==> src/rtl/dscan_pkg.sv <==
package dscan_pkg;

    // Subpixel bits carried by one pixel (R, G, B).
    localparam int PIX_BITS = 3;

    typedef enum logic [1:0] {
        ST_IDLE,
        ST_PRIME,
        ST_SHIFT,
        ST_LATCH
    } scan_state_e;

    function automatic int ceil_div(input int num, input int den);
        return (num + den - 1) / den;
    endfunction

    function automatic int max3(input int a, input int b, input int c);
        int m;
        m = (a > b) ? a : b;
        return (m > c) ? m : c;
    endfunction

endpackage

==> src/rtl/dscan_packer.sv <==
// Accumulates 3-bit pixels MSB-first and hands out BUS_W-bit words.
module dscan_packer
    import dscan_pkg::*;
#(
    parameter int BUS_W  = 8,
    parameter int FILL_W = 4
) (
    input  logic                clk,
    input  logic                rst,
    input  logic                push,
    input  logic                pop,
    input  logic [FILL_W-1:0]   fill,
    input  logic [PIX_BITS-1:0] pix,
    output logic [BUS_W-1:0]    word
);

    // A push only occurs while fill < BUS_W, so BUS_W-1+PIX_BITS bits suffice.
    localparam int ACC_W = BUS_W + PIX_BITS - 1;

    logic [ACC_W-1:0] acc;
    logic [ACC_W-1:0] ins;

    always_comb begin
        ins = ACC_W'(pix) << (ACC_W - PIX_BITS - int'(fill));
    end

    always_ff @(posedge clk) begin
        if (rst) begin
            acc  <= '0;
            word <= '0;
        end else if (pop) begin
            word <= acc[ACC_W-1 -: BUS_W];
            acc  <= acc << BUS_W;
        end else if (push) begin
            acc  <= acc | ins;
        end
    end

endmodule

==> src/rtl/dscan_seq.sv <==
// Row/frame sequencer: state machine, counters and panel strobes.
module dscan_seq
    import dscan_pkg::*;
#(
    parameter int H_PIX     = 640,
    parameter int V_HALF    = 240,
    parameter int BUS_W     = 8,
    parameter int WORD_CLKS = 4,
    parameter int LINE_CLKS = 8,
    parameter int FCNT_W    = 8,
    localparam int COL_W    = $clog2(H_PIX),
    localparam int ROW_W    = $clog2(2 * V_HALF),
    localparam int FILL_W   = $clog2(BUS_W + PIX_BITS)
) (
    input  logic              clk,
    input  logic              rst,
    input  logic              rate_sel,
    output logic              push,
    output logic              pop,
    output logic [FILL_W-1:0] fill,
    output logic [COL_W-1:0]  col,
    output logic [ROW_W-1:0]  row,
    output logic              shift_clk,
    output logic              line_pulse,
    output logic              frame_mark,
    output logic [FCNT_W-1:0] frame_cnt
);

    localparam int NWORDS      = H_PIX * PIX_BITS / BUS_W;
    localparam int FETCH_SLOTS = ceil_div(BUS_W, PIX_BITS);
    localparam int PRIME_CLKS  = FETCH_SLOTS + 1;
    localparam int MAX_SPAN    = max3(2 * WORD_CLKS, 2 * LINE_CLKS, PRIME_CLKS);
    localparam int TICK_W      = $clog2(MAX_SPAN + 1);
    localparam int WORD_W      = (NWORDS > 1) ? $clog2(NWORDS) : 1;

    scan_state_e       state, state_d;
    logic [TICK_W-1:0] tick;
    logic [TICK_W-1:0] word_len, half_len, line_len;
    logic [WORD_W-1:0] word;
    logic              col_full;
    logic              fast_q;
    logic              prime_end, word_end, line_end;
    logic              last_word, last_row, frame_start;

    // Period lengths for the rate latched at the current frame start.
    always_comb begin
        word_len = fast_q ? TICK_W'(WORD_CLKS)     : TICK_W'(2 * WORD_CLKS);
        half_len = fast_q ? TICK_W'(WORD_CLKS / 2) : TICK_W'(WORD_CLKS);
        line_len = fast_q ? TICK_W'(LINE_CLKS)     : TICK_W'(2 * LINE_CLKS);
    end

    always_comb begin
        prime_end   = (state == ST_PRIME) && (tick == TICK_W'(PRIME_CLKS - 1));
        word_end    = (state == ST_SHIFT) && (tick == word_len - 1'b1);
        line_end    = (state == ST_LATCH) && (tick == line_len - 1'b1);
        last_word   = (word == WORD_W'(NWORDS - 1));
        last_row    = (row == ROW_W'(V_HALF - 1));
        frame_start = (state == ST_IDLE) || (line_end && last_row);
    end

    // Transitions: start, primed, row shifted, latched.
    always_comb begin
        state_d = state;
        unique case (state)
            ST_IDLE:  state_d = ST_PRIME;
            ST_PRIME: state_d = prime_end ? ST_SHIFT : ST_PRIME;
            ST_SHIFT: state_d = (word_end && last_word) ? ST_LATCH : ST_SHIFT;
            ST_LATCH: state_d = line_end ? ST_PRIME : ST_LATCH;
            default:  state_d = ST_IDLE;
        endcase
    end

    // Fetch and word hand-off strobes.
    always_comb begin
        push = ((state == ST_PRIME) || (state == ST_SHIFT))
             && (tick < TICK_W'(FETCH_SLOTS))
             && (fill < FILL_W'(BUS_W))
             && !col_full;
        pop  = prime_end || (word_end && !last_word);
    end

    // State register.
    always_ff @(posedge clk) begin
        if (rst) begin
            state <= ST_IDLE;
        end else begin
            state <= state_d;
        end
    end

    // Counters.
    always_ff @(posedge clk) begin
        if (rst) begin
            tick      <= '0;
            word      <= '0;
            row       <= '0;
            col       <= '0;
            col_full  <= 1'b0;
            fill      <= '0;
            fast_q    <= 1'b0;
            frame_cnt <= '0;
        end else begin
            if ((state_d != state) || word_end) begin
                tick <= '0;
            end else begin
                tick <= tick + 1'b1;
            end

            unique case ({push, pop})
                2'b10:   fill <= fill + FILL_W'(PIX_BITS);
                2'b01:   fill <= fill - FILL_W'(BUS_W);
                default: fill <= fill;
            endcase

            if ((state_d == ST_PRIME) && (state != ST_PRIME)) begin
                col      <= '0;
                col_full <= 1'b0;
            end else if (push) begin
                if (col == COL_W'(H_PIX - 1)) begin
                    col_full <= 1'b1;
                end else begin
                    col <= col + 1'b1;
                end
            end

            if (word_end) begin
                word <= last_word ? '0 : word + 1'b1;
            end

            if (frame_start) begin
                row       <= '0;
                fast_q    <= rate_sel;
                frame_cnt <= frame_cnt + 1'b1;
            end else if (line_end) begin
                row <= row + 1'b1;
            end
        end
    end

    // Panel strobes.
    always_comb begin
        shift_clk  = 1'b0;
        line_pulse = 1'b0;
        frame_mark = 1'b0;
        unique case (state)
            ST_IDLE: begin
            end
            ST_PRIME: begin
                frame_mark = (row == '0);
            end
            ST_SHIFT: begin
                shift_clk  = (tick >= half_len);
                frame_mark = (row == '0);
            end
            ST_LATCH: begin
                line_pulse = 1'b1;
                frame_mark = (row == '0);
            end
            default: begin
            end
        endcase
    end

endmodule

==> src/rtl/dscan_lcd_timing.sv <==
module dscan_lcd_timing
    import dscan_pkg::*;
#(
    parameter int H_PIX     = 640,
    parameter int V_HALF    = 240,
    parameter int BUS_W     = 8,
    parameter int WORD_CLKS = 4,
    parameter int LINE_CLKS = 8,
    parameter int FCNT_W    = 8,
    localparam int COL_W    = $clog2(H_PIX),
    localparam int ROW_W    = $clog2(2 * V_HALF)
) (
    input  logic                clk,
    input  logic                rst,
    input  logic                rate_sel,
    output logic                fetch_en,
    output logic [COL_W-1:0]    fetch_col,
    output logic [ROW_W-1:0]    fetch_row,
    output logic [ROW_W-1:0]    fetch_row_lo,
    input  logic [PIX_BITS-1:0] pix_up,
    input  logic [PIX_BITS-1:0] pix_lo,
    output logic                shift_clk,
    output logic                line_pulse,
    output logic                frame_mark,
    output logic [BUS_W-1:0]    dat_up,
    output logic [BUS_W-1:0]    dat_lo,
    output logic [FCNT_W-1:0]   frame_cnt
);

    localparam int FILL_W = $clog2(BUS_W + PIX_BITS);
    localparam int HALVES = 2;

    logic              push, pop;
    logic [FILL_W-1:0] fill;
    logic [ROW_W-1:0]  row;
    logic [PIX_BITS-1:0] half_pix  [HALVES];
    logic [BUS_W-1:0]    half_word [HALVES];

    dscan_seq #(
        .H_PIX     (H_PIX),
        .V_HALF    (V_HALF),
        .BUS_W     (BUS_W),
        .WORD_CLKS (WORD_CLKS),
        .LINE_CLKS (LINE_CLKS),
        .FCNT_W    (FCNT_W)
    ) u_seq (
        .clk        (clk),
        .rst        (rst),
        .rate_sel   (rate_sel),
        .push       (push),
        .pop        (pop),
        .fill       (fill),
        .col        (fetch_col),
        .row        (row),
        .shift_clk  (shift_clk),
        .line_pulse (line_pulse),
        .frame_mark (frame_mark),
        .frame_cnt  (frame_cnt)
    );

    assign half_pix[0] = pix_up;
    assign half_pix[1] = pix_lo;

    for (genvar h = 0; h < HALVES; h++) begin : g_half
        dscan_packer #(
            .BUS_W  (BUS_W),
            .FILL_W (FILL_W)
        ) u_pack (
            .clk  (clk),
            .rst  (rst),
            .push (push),
            .pop  (pop),
            .fill (fill),
            .pix  (half_pix[h]),
            .word (half_word[h])
        );
    end

    assign dat_up       = half_word[0];
    assign dat_lo       = half_word[1];
    assign fetch_en     = push;
    assign fetch_row    = row;
    assign fetch_row_lo = row + ROW_W'(V_HALF);

endmodule

==> config.mk <==
export PLATFORM = sky130hd
export DESIGN_NAME = dscan_lcd_timing
export DESIGN_NICKNAME = d
export VERILOG_FILES = /design/src/rtl/dscan_pkg.sv /design/src/rtl/dscan_packer.sv /design/src/rtl/dscan_seq.sv /design/src/rtl/dscan_lcd_timing.sv
export SDC_FILE = /design/constraint.sdc
export NUM_CORES = 1
export LEC_CHECK = 0
export BUFFER_PORTS_ARGS = -buffer_cell sky130_fd_sc_hd__buf_2
export CAP_MARGIN = 20
export CORE_ASPECT_RATIO = 1.1
export CORE_MARGIN = 5
export CORE_UTILIZATION = 40
export DETAILED_ROUTE_END_ITERATION = 6
export GPL_TIMING_DRIVEN = 0
export PLACE_DENSITY_LB_ADDON = 0.12
export SYNTH_ARGS = -nofsm -noshare
export SYNTH_HDL_FRONTEND = slang
export SYNTH_SLANG_ARGS = --single-unit
==> constraint.sdc <==
create_clock -name clk -period 2.67 [get_ports clk]
set_clock_uncertainty 0.2 [all_clocks]
set_input_delay 0.801 -clock clk [delete_from_list [all_inputs] [get_ports clk]]
set_output_delay 0.801 -clock clk [all_outputs]
set_load 0.05 [all_outputs]
==> results.cfg <==
[critical_path]
r2r_cells = 7
crit_path_frequent_cell = inv_2
critPathTopFamily = flip-flops
path_class = flip-flop to output pin
slowest_stage = dfxtp_2
cp-start-kind = flip-flop
reg2reg_to = u_seq.col[4]
cp_num_buf_inv = 3
critical_path.max_stage_delay_ns = 0.34
rrSetupSlack_ns = 0.17
end_kind = output pin
crit_fanout = 2
cp.required_ns = 1.67
arrival_ns = 1.64
r2r-start = u_seq.tick[0]
cp_cell_sequence = inv_2, ha_4, inv_2, o21ai_2, a2111oi_4, nor2b_1, buf_6

[hold_path]
min_from = g_half[1].u_pack.acc[7]
min_to = g_half[1].u_pack.acc[7]
whs_path_depth = 2
min_path_type = flip-flop to flip-flop

[pwr]
p_per_area_mw_per_mm2 = 485
peakVddDrop_v = 0.000313
leakagePower_nw = 2.15

[finish]
fin_util_pct = 50.8
num_antenna_cells = 0
final_cell_mix = nor2_1, dfxtp_1, buf_2
drive_above_1_share_pct = 26.9
syn2layout_area_growth_pct = 24.2
nets = 576
instances_no_fill = 671
final_common_cell = nor2_1

[global_route]
grtUsageTotal_pct = 16.2
grt_pass1_wl_mm = 16.1
grt_pass1_vias = 3434
antenna_found_initial = 0
grt_max_degree = 14
grt_overflow = 0

[clocking]
clk_pin_slew_ns = 0.08
cts_tree = done
numCtsBuffers = 9
cts.sinks = 84
ctsRootBufferMaster = clkbuf_8
h-tree-depth = 3
clk-insertion-delay-late_ns = 0.36
cts_hold_buf = 0
cts_buffer_depth = 2

[timing]
period_share_pct = 99.0
tightest_slew_ns = 0.628
hold_viol_final = 0
slew-limit-headroom_pct = 58.0
min_period_ns = 2.64
rsz0062_at_grt = true
drv_slew = 0
tns_ns = 0
setup_viol = 0
max_freq_mhz = 378

[route]
drc = 0
vias = 3480
routedWlPerCell_um = 14.4
drt-total-wl_mm = 9.68
drtIter0Drc = 98
via_per_inst = 5.19
drtAntennaViolNets = 0
first_pass_iters = 4

[floorplanning]
core_mm2 = 0.00989
rows = 38
die_height_um = 116
initial_utilization_pct = 40.9
die_area_mm2 = 0.0122
die_width_um = 106
ios = 65

[outcome]
status = finished, final reports clean

[yosys]
syn-num-nets = 491
yosysSeqAreaShare_pct = 41.5
synth_top_area_share_pct = 41.5
yosys.area.top_type = dfxtp_1
ys.flop_type = dfxtp_1
synth_edf_count = 0
ys_seq_elements = 84
synth-async-reset-ratio_pct = 0
syn-cell-area_mm2 = 0.00405
synth_warnings = 0
syn_inst = 461
yosys-top-cells-area = dfxtp_1, nor2_1, ha_1, mux2i_1, xor2_1
syn_area_per_cell_um2 = 8.78
synthDistinctLibCells = 51

[placement]
place.gp.congestion = 0.830
dpl.hpwl_mm = 6.98
io_buffers = 63
placed_cells = 644

[flow_run]
maxCapViolCount = 0
stage by stage:
stage	hold slack (ns)	worst slack, ns	cell area [um2]	total power [mW]
global route	0.298	-0.0652	5030	2.56
detailed placement	0.258	-0.511	4550	1.62
global placement	0.250	-0.563	4550	1.61
floorplan	0.233	-0.106	4090	1.54
CTS	0.280	-0.0439	4930	2.46
finish	0.277	0.0264	5030	2.44
final cells by class:
cell class / count / area, um2
Buffer: 20 / 111
Clock buffer: 11 / 141
Clock inverter: 5 / 27.5
Fill cell: 984 / 4860
Inverter: 20 / 91.3
Multi-Input combinational cell: 335 / 2360
Sequential cell: 84 / 1700
Tap cell: 120 / 150
Timing Repair Buffer: 76 / 442
kinds of logic (layout without fill, tap and decap cells):
family	Yosys count	count (layout)	share of synthesized area (%)
compound gates	65	65	10.5
xor+xnor	32	32	7.11
fa+ha+maj	21	21	6.49
buf+inv	42	132	4.58
flops	84	84	41.5
mux	28	28	7.08
simple gates	189	189	22.7
per-layer routing:
layer / vias up / GRT usage, % / routed length [um]
met4: 0 / 5.35 / 118
met5: - / 0 / 0
met1: 1640 / 19.0 / 4340
li1: 1772 / - / -
met2: 58 / 29.3 / 4880
met3: 10 / 3.62 / 339
synth_stat cells (5+ instances only):
cell	n
inv_1	19
xnor2_1	8
nand3_1	18
or3_1	9
nand2_1	25
nor3_1	11
nor4_1	5
clkbuf_1	11
ha_1	21
nand4_1	11
mux2i_1	23
o21ai_0	10
nor2_1	84
a21oi_1	28
dfxtp_1	84
xor2_1	23
and3_1	5
mux2_2	5
flip-flops by register name, indices dropped and copies added, names as in the netlist, 2 cells and up:
register / cells
g_half.u_pack.acc: 20
g_half.u_pack.word: 16
u_seq.col: 10
u_seq.fill: 4
u_seq.frame_cnt: 8
u_seq.row: 9
u_seq.state: 2
u_seq.tick: 5
u_seq.word: 8
timing repair:
item	4_1_cts	5_1_grt
setup buffers	8	5
endpoints found under the setup margin	34	32
gates resized for setup	40	20
pin swaps	5	4
worst min-delay path, cell delays in order (launching register included):
cell     delay [ns]
dfxtp_1        0.34
a21oi_1        0.04
nor2_1         0.07
worst max-delay path by stage:
stage	to	from	slack, ns	cells past startpoint
2_1_floorplan	fetch_row_lo[8]	u_seq.row[4]	-0.11	4
3_3_place_gp	fetch_en	u_seq.state[0]	-0.56	6
3_5_place_dp	fetch_en	u_seq.state[0]	-0.51	6
4_1_cts	fetch_en	u_seq.tick[4]	-0.04	5
5_1_grt	shift_clk	u_seq.tick[1]	-0.07	7
6_report	shift_clk	u_seq.tick[1]	0.03	7
report_power, final:
part | switching [mW] | total (mW) | leakage [nW] | internal (mW)
Combinational | 0.202 | 0.328 | 1.38 | 0.125
Clock | 0.446 | 0.803 | 0.0889 | 0.357
Sequential | 0.0296 | 1.31 | 0.684 | 1.28
Note: power is estimated with default switching activity, not from simulation.
